==> config.mk <==
export PLATFORM = sky130hd
export DESIGN_NAME = ctl_xfer_resolver
export DESIGN_NICKNAME = d
export VERILOG_FILES = /design/src/rtl/ctl_xfer_pkg.sv /design/src/rtl/xfer_decode.sv /design/src/rtl/cond_eval.sv /design/src/rtl/target_gen.sv /design/src/rtl/event_counter.sv /design/src/rtl/ctl_xfer_resolver.sv
export SDC_FILE = /design/constraint.sdc
export NUM_CORES = 1
export LEC_CHECK = 0
export BUFFER_PORTS_ARGS = -buffer_cell sky130_fd_sc_hd__buf_4
export CAP_MARGIN = 25
export CORE_ASPECT_RATIO = 1.75
export CORE_MARGIN = 3
export CORE_UTILIZATION = 51
export DETAILED_ROUTE_END_ITERATION = 8
export GPL_TIMING_DRIVEN = 0
export PLACE_DENSITY = 0.76
export SYNTH_ARGS = -nofsm -noshare
export SYNTH_HDL_FRONTEND = slang
export SYNTH_SLANG_ARGS = --single-unit
==> constraint.sdc <==
create_clock -name clk -period 3.5 [get_ports clk]
set_input_delay 0.175 -clock clk [delete_from_list [all_inputs] [get_ports clk]]
set_output_delay 0.175 -clock clk [all_outputs]
set_load 0.1 [all_outputs]
==> src/rtl/ctl_xfer_pkg.sv <==
package ctl_xfer_pkg;

   typedef enum logic [1:0] {
      XK_NONE   = 2'd0,
      XK_BRANCH = 2'd1,
      XK_CALL   = 2'd2,
      XK_JUMP   = 2'd3
   } xfer_kind_e;

   localparam int unsigned REG_IDX_W = 5;
   localparam int unsigned COND_W    = 4;
   localparam int unsigned FLAG_W    = 4;

   localparam int unsigned FLAG_N = 3;
   localparam int unsigned FLAG_Z = 2;
   localparam int unsigned FLAG_V = 1;
   localparam int unsigned FLAG_C = 0;

   localparam logic [1:0] TOP_BRANCH = 2'd0;
   localparam logic [1:0] TOP_CALL   = 2'd1;
   localparam logic [1:0] TOP_ALU    = 2'd2;
   localparam logic [2:0] SUB_BRANCH = 3'd2;
   localparam logic [5:0] SUB_JUMP   = 6'h38;
   localparam logic [COND_W-1:0] COND_ALWAYS = 4'd8;

   typedef struct packed {
      xfer_kind_e            kind;
      logic [COND_W-1:0]     cond;
      logic                  annul;
      logic [REG_IDX_W-1:0]  rd;
   } xfer_dec_t;

endpackage

==> src/rtl/xfer_decode.sv <==
module xfer_decode
   import ctl_xfer_pkg::*;
(
   input  logic [31:0] instr,
   output xfer_dec_t   dec
);

   logic [1:0] top;
   logic       is_branch;
   logic       is_call;
   logic       is_jump;

   assign top       = instr[31:30];
   assign is_branch = (top == TOP_BRANCH) && (instr[24:22] == SUB_BRANCH);
   assign is_call   = (top == TOP_CALL);
   assign is_jump   = (top == TOP_ALU) && (instr[24:19] == SUB_JUMP);

   always_comb begin
      dec.cond  = instr[28:25];
      dec.annul = instr[29];
      dec.rd    = instr[29:25];
      if (is_branch)      dec.kind = XK_BRANCH;
      else if (is_call)   dec.kind = XK_CALL;
      else if (is_jump)   dec.kind = XK_JUMP;
      else                dec.kind = XK_NONE;
   end

   always_comb begin
      assert_kind_onehot_R9: assert ($onehot0({is_branch, is_call, is_jump}));
   end

endmodule

==> src/rtl/cond_eval.sv <==
module cond_eval
   import ctl_xfer_pkg::*;
#(
   parameter int unsigned IMPL = 0
)(
   input  logic [COND_W-1:0] cond,
   input  logic [FLAG_W-1:0] flags,
   output logic              take
);

   logic n, z, v, c;
   assign n = flags[FLAG_N];
   assign z = flags[FLAG_Z];
   assign v = flags[FLAG_V];
   assign c = flags[FLAG_C];

   if (IMPL > 1) begin : g_bad_impl
      $error("cond_eval: IMPL must be 0 or 1");
   end

   if (IMPL == 0) begin : g_folded
      logic base;
      always_comb begin
         unique case (cond[2:0])
            3'd0:    base = 1'b0;
            3'd1:    base = z;
            3'd2:    base = z | (n ^ v);
            3'd3:    base = n ^ v;
            3'd4:    base = c | z;
            3'd5:    base = c;
            3'd6:    base = n;
            default: base = v;
         endcase
      end
      assign take = cond[3] ^ base;
   end else begin : g_flat
      always_comb begin
         unique case (cond)
            4'd0:    take = 1'b0;
            4'd1:    take = z;
            4'd2:    take = z | (n ^ v);
            4'd3:    take = n ^ v;
            4'd4:    take = c | z;
            4'd5:    take = c;
            4'd6:    take = n;
            4'd7:    take = v;
            4'd8:    take = 1'b1;
            4'd9:    take = ~z;
            4'd10:   take = ~(z | (n ^ v));
            4'd11:   take = ~(n ^ v);
            4'd12:   take = ~(c | z);
            4'd13:   take = ~c;
            4'd14:   take = ~n;
            default: take = ~v;
         endcase
      end
   end

endmodule

==> src/rtl/target_gen.sv <==
module target_gen
   import ctl_xfer_pkg::*;
#(
   parameter int unsigned XLEN = 32
)(
   input  xfer_kind_e       kind,
   input  logic [31:0]      instr,
   input  logic [XLEN-1:0]  pc,
   input  logic [XLEN-1:0]  rs1_val,
   input  logic [XLEN-1:0]  op2_val,
   output logic [XLEN-1:0]  target,
   output logic [XLEN-1:0]  seq_pc
);

   localparam int unsigned BR_EXT = XLEN - 24;

   logic [XLEN-1:0] br_off;
   logic [XLEN-1:0] call_off;

   assign br_off = {{BR_EXT{instr[21]}}, instr[21:0], 2'b00};

   if (XLEN == 32) begin : g_call_native
      assign call_off = {instr[29:0], 2'b00};
   end else begin : g_call_wide
      assign call_off = {{(XLEN-32){instr[29]}}, instr[29:0], 2'b00};
   end

   always_comb begin
      unique case (kind)
         XK_BRANCH: target = pc + br_off;
         XK_CALL:   target = pc + call_off;
         XK_JUMP:   target = rs1_val + op2_val;
         default:   target = pc + XLEN'(8);
      endcase
   end

   assign seq_pc = pc + XLEN'(8);

endmodule

==> src/rtl/event_counter.sv <==
module event_counter #(
   parameter int unsigned CNT_W = 16
)(
   input  logic             clk,
   input  logic             rst_n,
   input  logic             inc,
   output logic [CNT_W-1:0] cnt
);

   always_ff @(posedge clk) begin
      if (!rst_n)   cnt <= '0;
      else if (inc) cnt <= cnt + CNT_W'(1);
   end

   assert_cnt_step_R10: assert property (@(posedge clk) disable iff (!rst_n)
      inc |=> (cnt == $past(cnt) + CNT_W'(1)));

   assert_cnt_hold_R11: assert property (@(posedge clk) disable iff (!rst_n)
      !inc |=> $stable(cnt));

endmodule

==> src/rtl/ctl_xfer_resolver.sv <==
module ctl_xfer_resolver
   import ctl_xfer_pkg::*;
#(
   parameter int unsigned XLEN      = 32,
   parameter int unsigned CNT_W     = 16,
   parameter int unsigned LINK_REG  = 15,
   parameter int unsigned COND_IMPL = 0
)(
   input  logic                  clk,
   input  logic                  rst_n,
   input  logic                  in_valid,
   input  logic [31:0]           instr,
   input  logic [XLEN-1:0]       pc,
   input  logic [3:0]            flags,
   input  logic [XLEN-1:0]       rs1_val,
   input  logic [XLEN-1:0]       op2_val,
   output logic                  out_valid,
   output logic                  out_xfer,
   output logic                  out_taken,
   output logic                  slot_exec,
   output logic [XLEN-1:0]       next_pc,
   output logic                  link_we,
   output logic [4:0]            link_idx,
   output logic [XLEN-1:0]       link_val,
   output logic [CNT_W-1:0]      taken_cnt,
   output logic [CNT_W-1:0]      annul_cnt
);

   localparam logic [REG_IDX_W-1:0] LINK_IDX = REG_IDX_W'(LINK_REG);

   if (XLEN < 32) begin : g_bad_xlen
      $error("ctl_xfer_resolver: XLEN must be at least 32");
   end
   if (CNT_W < 1) begin : g_bad_cnt
      $error("ctl_xfer_resolver: CNT_W must be at least 1");
   end
   if (LINK_REG == 0 || LINK_REG >= (1 << REG_IDX_W)) begin : g_bad_link
      $error("ctl_xfer_resolver: LINK_REG must name a nonzero register");
   end

   xfer_dec_t       dec;
   logic            cond_take;
   logic [XLEN-1:0] target;
   logic [XLEN-1:0] seq_pc;

   logic                 take_c;
   logic                 slot_c;
   logic                 xfer_c;
   logic                 link_we_c;
   logic [REG_IDX_W-1:0] link_idx_c;
   logic [XLEN-1:0]      next_c;
   logic                 inc_taken;
   logic                 inc_annul;

   xfer_decode u_decode (
      .instr (instr),
      .dec   (dec)
   );

   cond_eval #(.IMPL(COND_IMPL)) u_cond (
      .cond  (dec.cond),
      .flags (flags),
      .take  (cond_take)
   );

   target_gen #(.XLEN(XLEN)) u_target (
      .kind    (dec.kind),
      .instr   (instr),
      .pc      (pc),
      .rs1_val (rs1_val),
      .op2_val (op2_val),
      .target  (target),
      .seq_pc  (seq_pc)
   );

   always_comb begin
      xfer_c     = (dec.kind != XK_NONE);
      take_c     = 1'b0;
      slot_c     = 1'b1;
      link_we_c  = 1'b0;
      link_idx_c = '0;
      unique case (dec.kind)
         XK_BRANCH: begin
            take_c = cond_take;
            if (cond_take) slot_c = !(dec.annul && (dec.cond == COND_ALWAYS));
            else           slot_c = !dec.annul;
         end
         XK_CALL: begin
            take_c     = 1'b1;
            link_we_c  = 1'b1;
            link_idx_c = LINK_IDX;
         end
         XK_JUMP: begin
            take_c     = 1'b1;
            link_we_c  = (dec.rd != '0);
            link_idx_c = dec.rd;
         end
         default: ;
      endcase
      next_c = take_c ? target : seq_pc;
   end

   assign inc_taken = in_valid && take_c;
   assign inc_annul = in_valid && !slot_c;

   always_ff @(posedge clk) begin
      if (!rst_n) begin
         out_valid <= 1'b0;
         out_xfer  <= 1'b0;
         out_taken <= 1'b0;
         slot_exec <= 1'b0;
         next_pc   <= '0;
         link_we   <= 1'b0;
         link_idx  <= '0;
         link_val  <= '0;
      end else if (in_valid) begin
         out_valid <= 1'b1;
         out_xfer  <= xfer_c;
         out_taken <= take_c;
         slot_exec <= slot_c;
         next_pc   <= next_c;
         link_we   <= link_we_c;
         link_idx  <= link_idx_c;
         link_val  <= pc;
      end else begin
         out_valid <= 1'b0;
         out_xfer  <= 1'b0;
         out_taken <= 1'b0;
         slot_exec <= 1'b0;
         link_we   <= 1'b0;
      end
   end

   event_counter #(.CNT_W(CNT_W)) u_taken_cnt (
      .clk   (clk),
      .rst_n (rst_n),
      .inc   (inc_taken),
      .cnt   (taken_cnt)
   );

   event_counter #(.CNT_W(CNT_W)) u_annul_cnt (
      .clk   (clk),
      .rst_n (rst_n),
      .inc   (inc_annul),
      .cnt   (annul_cnt)
   );

   assert_reset_clear_R1: assert property (@(posedge clk) disable iff (!rst_n)
      $past(!rst_n) |-> (!out_valid && !link_we && taken_cnt == '0 && annul_cnt == '0));

   assert_untaken_seq_R5: assert property (@(posedge clk) disable iff (!rst_n)
      (in_valid && dec.kind == XK_BRANCH && !cond_take)
      |=> (next_pc == $past(pc) + XLEN'(8) && slot_exec == !$past(instr[29])));

   assert_always_annul_skip_R6: assert property (@(posedge clk) disable iff (!rst_n)
      (in_valid && dec.kind == XK_BRANCH && dec.cond == COND_ALWAYS && dec.annul)
      |=> (!slot_exec && out_taken));

   assert_call_link_R7: assert property (@(posedge clk) disable iff (!rst_n)
      (in_valid && dec.kind == XK_CALL)
      |=> (link_we && link_idx == LINK_IDX && link_val == $past(pc) && slot_exec));

   assert_jump_target_R8: assert property (@(posedge clk) disable iff (!rst_n)
      (in_valid && dec.kind == XK_JUMP)
      |=> (next_pc == $past(rs1_val) + $past(op2_val) && slot_exec && out_taken));

   assert_plain_flow_R9: assert property (@(posedge clk) disable iff (!rst_n)
      (out_valid && !out_xfer) |-> (slot_exec && !out_taken && !link_we));

   assert_annul_count_R10: assert property (@(posedge clk) disable iff (!rst_n)
      (out_valid && !slot_exec) |-> (annul_cnt == $past(annul_cnt) + CNT_W'(1)));

   assert_idle_quiet_R11: assert property (@(posedge clk) disable iff (!rst_n)
      !in_valid |=> (!out_valid && !link_we));

endmodule

==> qor.txt <==
hpwl dp = 23250 microns
TritonCTS Buffers = 9
worst hold start = pc[1]
fin cells = 1529
Slew @ Worst Pin = 1.002 ns
first-pass GRT wire length = 44480 microns
CTS root buf = clkbuf_16
drt total wl = 28490 microns
Max Clock Freq = 0.3000 GHz
number of nets still failing antenna checks after routing = 0
Gate Count Post-Synth = 1053
CTS max path bufs = 2
area grow syn2layout = 27.57%
final antenna diode count = 0
starting density of the core = 52.18%
Mapped Nets = 1253
ordered list of cells on the worst path = buf_4 -> or2b_2 -> and2_1 -> clkbuf_1 -> a21o_1 -> ha_1 -> a21oi_1 -> o21ai_0 -> a21o_1 -> a221o_1 -> a22o_1 -> a311o_1 -> xnor2_2 -> nor2_1 -> o31a_1
RSZ-0062 raised after global routing = false
worst path arrival time = 3.58 ns
Final Hold Fails = 0
Total Power = 0.003985 W
GR Overflow Total = 0
ys async rst share = 0%
clk sinks = 106
final instance area = 0.01095 sq mm
gp weighted congestion = 0.9330
Psw = 0.001617 W
WL/cell = 18.63 microns
final net count = 1500
Iter 0 DRT Violations = 528
slowest cell on the critical path = or2b_2
core box area = 0.01645 sq mm
CP Class = input pin to flop
H-Tree Depth = 3
Net Sw Frac = 40.57%
width of the die = 104.1 microns
critical path fanouts, max = 8
cell area after synthesis = 0.008582 sq mm
CP required = 3.75 ns
fin crit share = 95.25%
Port Buf Inserts = 237
Max-Cap Viols = 0
dpl cells = 1514
FP Rows = 62
clk_lat worst skew = 0.36 ns
Rel. slew slack = 32.56%
sequential-to-total area share from yosys stat = 24.73%
most common cell in the netlist = dfxtp_1
Startpoint Class = input pin
cell taking the most area after synthesis = dfxtp_1
min cycle time layout = 3.334 ns
Avg Cell Area, Syn = 8.150 sq um
DRT Pass-1 Iters = 5
status = finished, final reports clean
number of synthesized flops with an enable pin = 0
Commonest cells post-synth = dfxtp_1, nand2_1, a21oi_1
post-synth top area share = 24.73%
routed vias = 8991
internal power = 0.002368 W
clock-pin slew on the worst setup and hold paths = 0.08 ns
average vias per placed instance = 5.880
CTS tree = yes
Synth cell types = 81
Crit. Startpoint = instr[31]
count of final setup violators = 0
share of layout cells above drive strength 1 = 22.30%
die height = 177.6 microns
CP most frequent cell = a21o_1
largest net degree at the start of global routing = 19
crit end category = flop
Synth Warn # = 0
Leakage = 4.880 nW
Worst VDD drop = 0.2984 mV
die area = 0.01848 sq mm
gr usage total = 29.78%
leading register cell type out of synthesis = dfxtp_1
Logic pwr share = 40.1%
IO Pins = 241
max-slew violation count = 0
Post-DP Area = 0.01064 sq mm
PwrDens = 364.0 mW/mm^2
slowest stage delay, CP = 0.39 ns
initial antenna violation count = 0
Area contributors post-synth = dfxtp_1, ha_1, xnor2_1
Yosys reg bits = 106
Worst Skew = 0.005103 ns
clock network power share = 27.4%
vias in the first global route = 8751
DRC Markers = 0
Reg-to-Reg Start = u_taken_cnt.cnt[3]
Flop pwr share = 32.5%
worst min path class = input pin to flop
layer usage:
| layer | up-vias | part of all wire (%) | routed length [microns] | global-route usage, % |
|---|---|---|---|---|
| met4 | 0 | 5.7 | 1635 | 15.81 |
| met3 | 105 | 5.9 | 1686 | 4.732 |
| met1 | 4135 | 37 | 10660 | 32.88 |
| li1 | 4366 | - | - | - |
| met2 | 385 | 51 | 14500 | 54.51 |
| met5 | - | 0 | 0 | 0 |
logic make-up after synthesis:
kind of cell	after synthesis	share of synthesized area (%)
and+or+nand+nor	356	22.63
AOI/OAI and AO/OA	305	24.26
adders and majority gates	65	9.652
muxes	39	4.563
DFF	106	24.73
buffers and inverters	84	4.170
xor gates and xnor gates	98	10.00
area by class of cell:
cell class | instances | area (sq um)
Multi-Input combinational cell | 863 | 6110
Buffer | 55 | 249.0
Inverter | 28 | 105.1
Timing Repair Buffer | 237 | 1779
Tap cell | 224 | 280.3
Clock buffer | 10 | 229.0
Fill cell | 1533 | 5498
Clock inverter | 6 | 73.82
Sequential cell | 106 | 2122
sequential cells by signal, indices dropped and copies added (netlist names), 5 cells and up:
signal	flops
u_taken_cnt.cnt	16
next_pc	32
link_idx	5
link_val	32
u_annul_cnt.cnt	16
path summary, 6_finish.rpt:
path / end / depth (start not counted) / slack, ns
setup / recovery: next_pc[30] / 15 / 0.17
setup reg to reg: u_taken_cnt.cnt[14] / 8 / 1.43
hold / removal: link_val[1] / 3 / 0.09
hold reg to reg: next_pc[4] / 2 / 0.47
power by group through the flow:
stage / sequential (W) / clock [W] / combinational, W
CTS: 0.00130 / 0.00110 / 0.00158
global placement: 0.00132 / 0 / 0.00156
floorplan: 0.00172 / 0 / 0.000707
finish: 0.00130 / 0.00109 / 0.00160
detailed placement: 0.00132 / 0 / 0.00157
global route: 0.00130 / 0.00114 / 0.00170
layout by cell type (no fill, tap or decap), drive strengths merged, types with 6 or more instances in the layout:
cell,synthesis,routed
nand4,26,26
a21oi,73,73
nor2,59,59
nor4,6,6
xnor2,57,57
and4,7,7
inv,27,29
buf,12,249
and2,25,25
xor2,41,41
a21boi,11,11
a31oi,16,16
a211oi,7,7
o21bai,6,6
ha,63,63
dfxtp,106,106
o221ai,8,8
clkbuf,44,53
nor2b,41,41
o211ai,11,11
nand3,43,43
or3,13,13
nand2,73,73
o21ai,59,59
nand2b,7,7
a221oi,23,23
and3,21,21
nor3,23,23
a21o,45,45
mux2i,38,38
critical path, delay by kind of cell:
kind / cells / cell delay (ns)
AO/OA/AOI/OAI: 8 / 1.93
AND/OR/NAND/NOR: 3 / 0.64
adder cells (fa/ha/maj): 1 / 0.36
buffers and inverters: 2 / 0.28
XOR/XNOR: 1 / 0.18
timing repair:
action | in CTS | in global routing
buffers inserted | 0 | 0
setup endpoints to repair | 0 | 1
resized for setup | 0 | 1
hold endpoints to repair | 0 | 0
hold buffers | 0 | 0
stage by stage:
step                hold WS (ns)  worst slack, ns  utilization [%]  setup TNS [ns]
floorplan                 0.3310           0.2321                -               0
global placement          0.4435          -0.3669            64.71         -0.3669
detailed placement        0.4564          -0.3612            64.71         -0.3672
CTS                      0.08877          0.01647            66.55               0
global route              0.1239          0.01426            66.57               0
finish                   0.09049           0.1663            66.57               0
No activity file was read; power rests on OpenSTA's default activity.
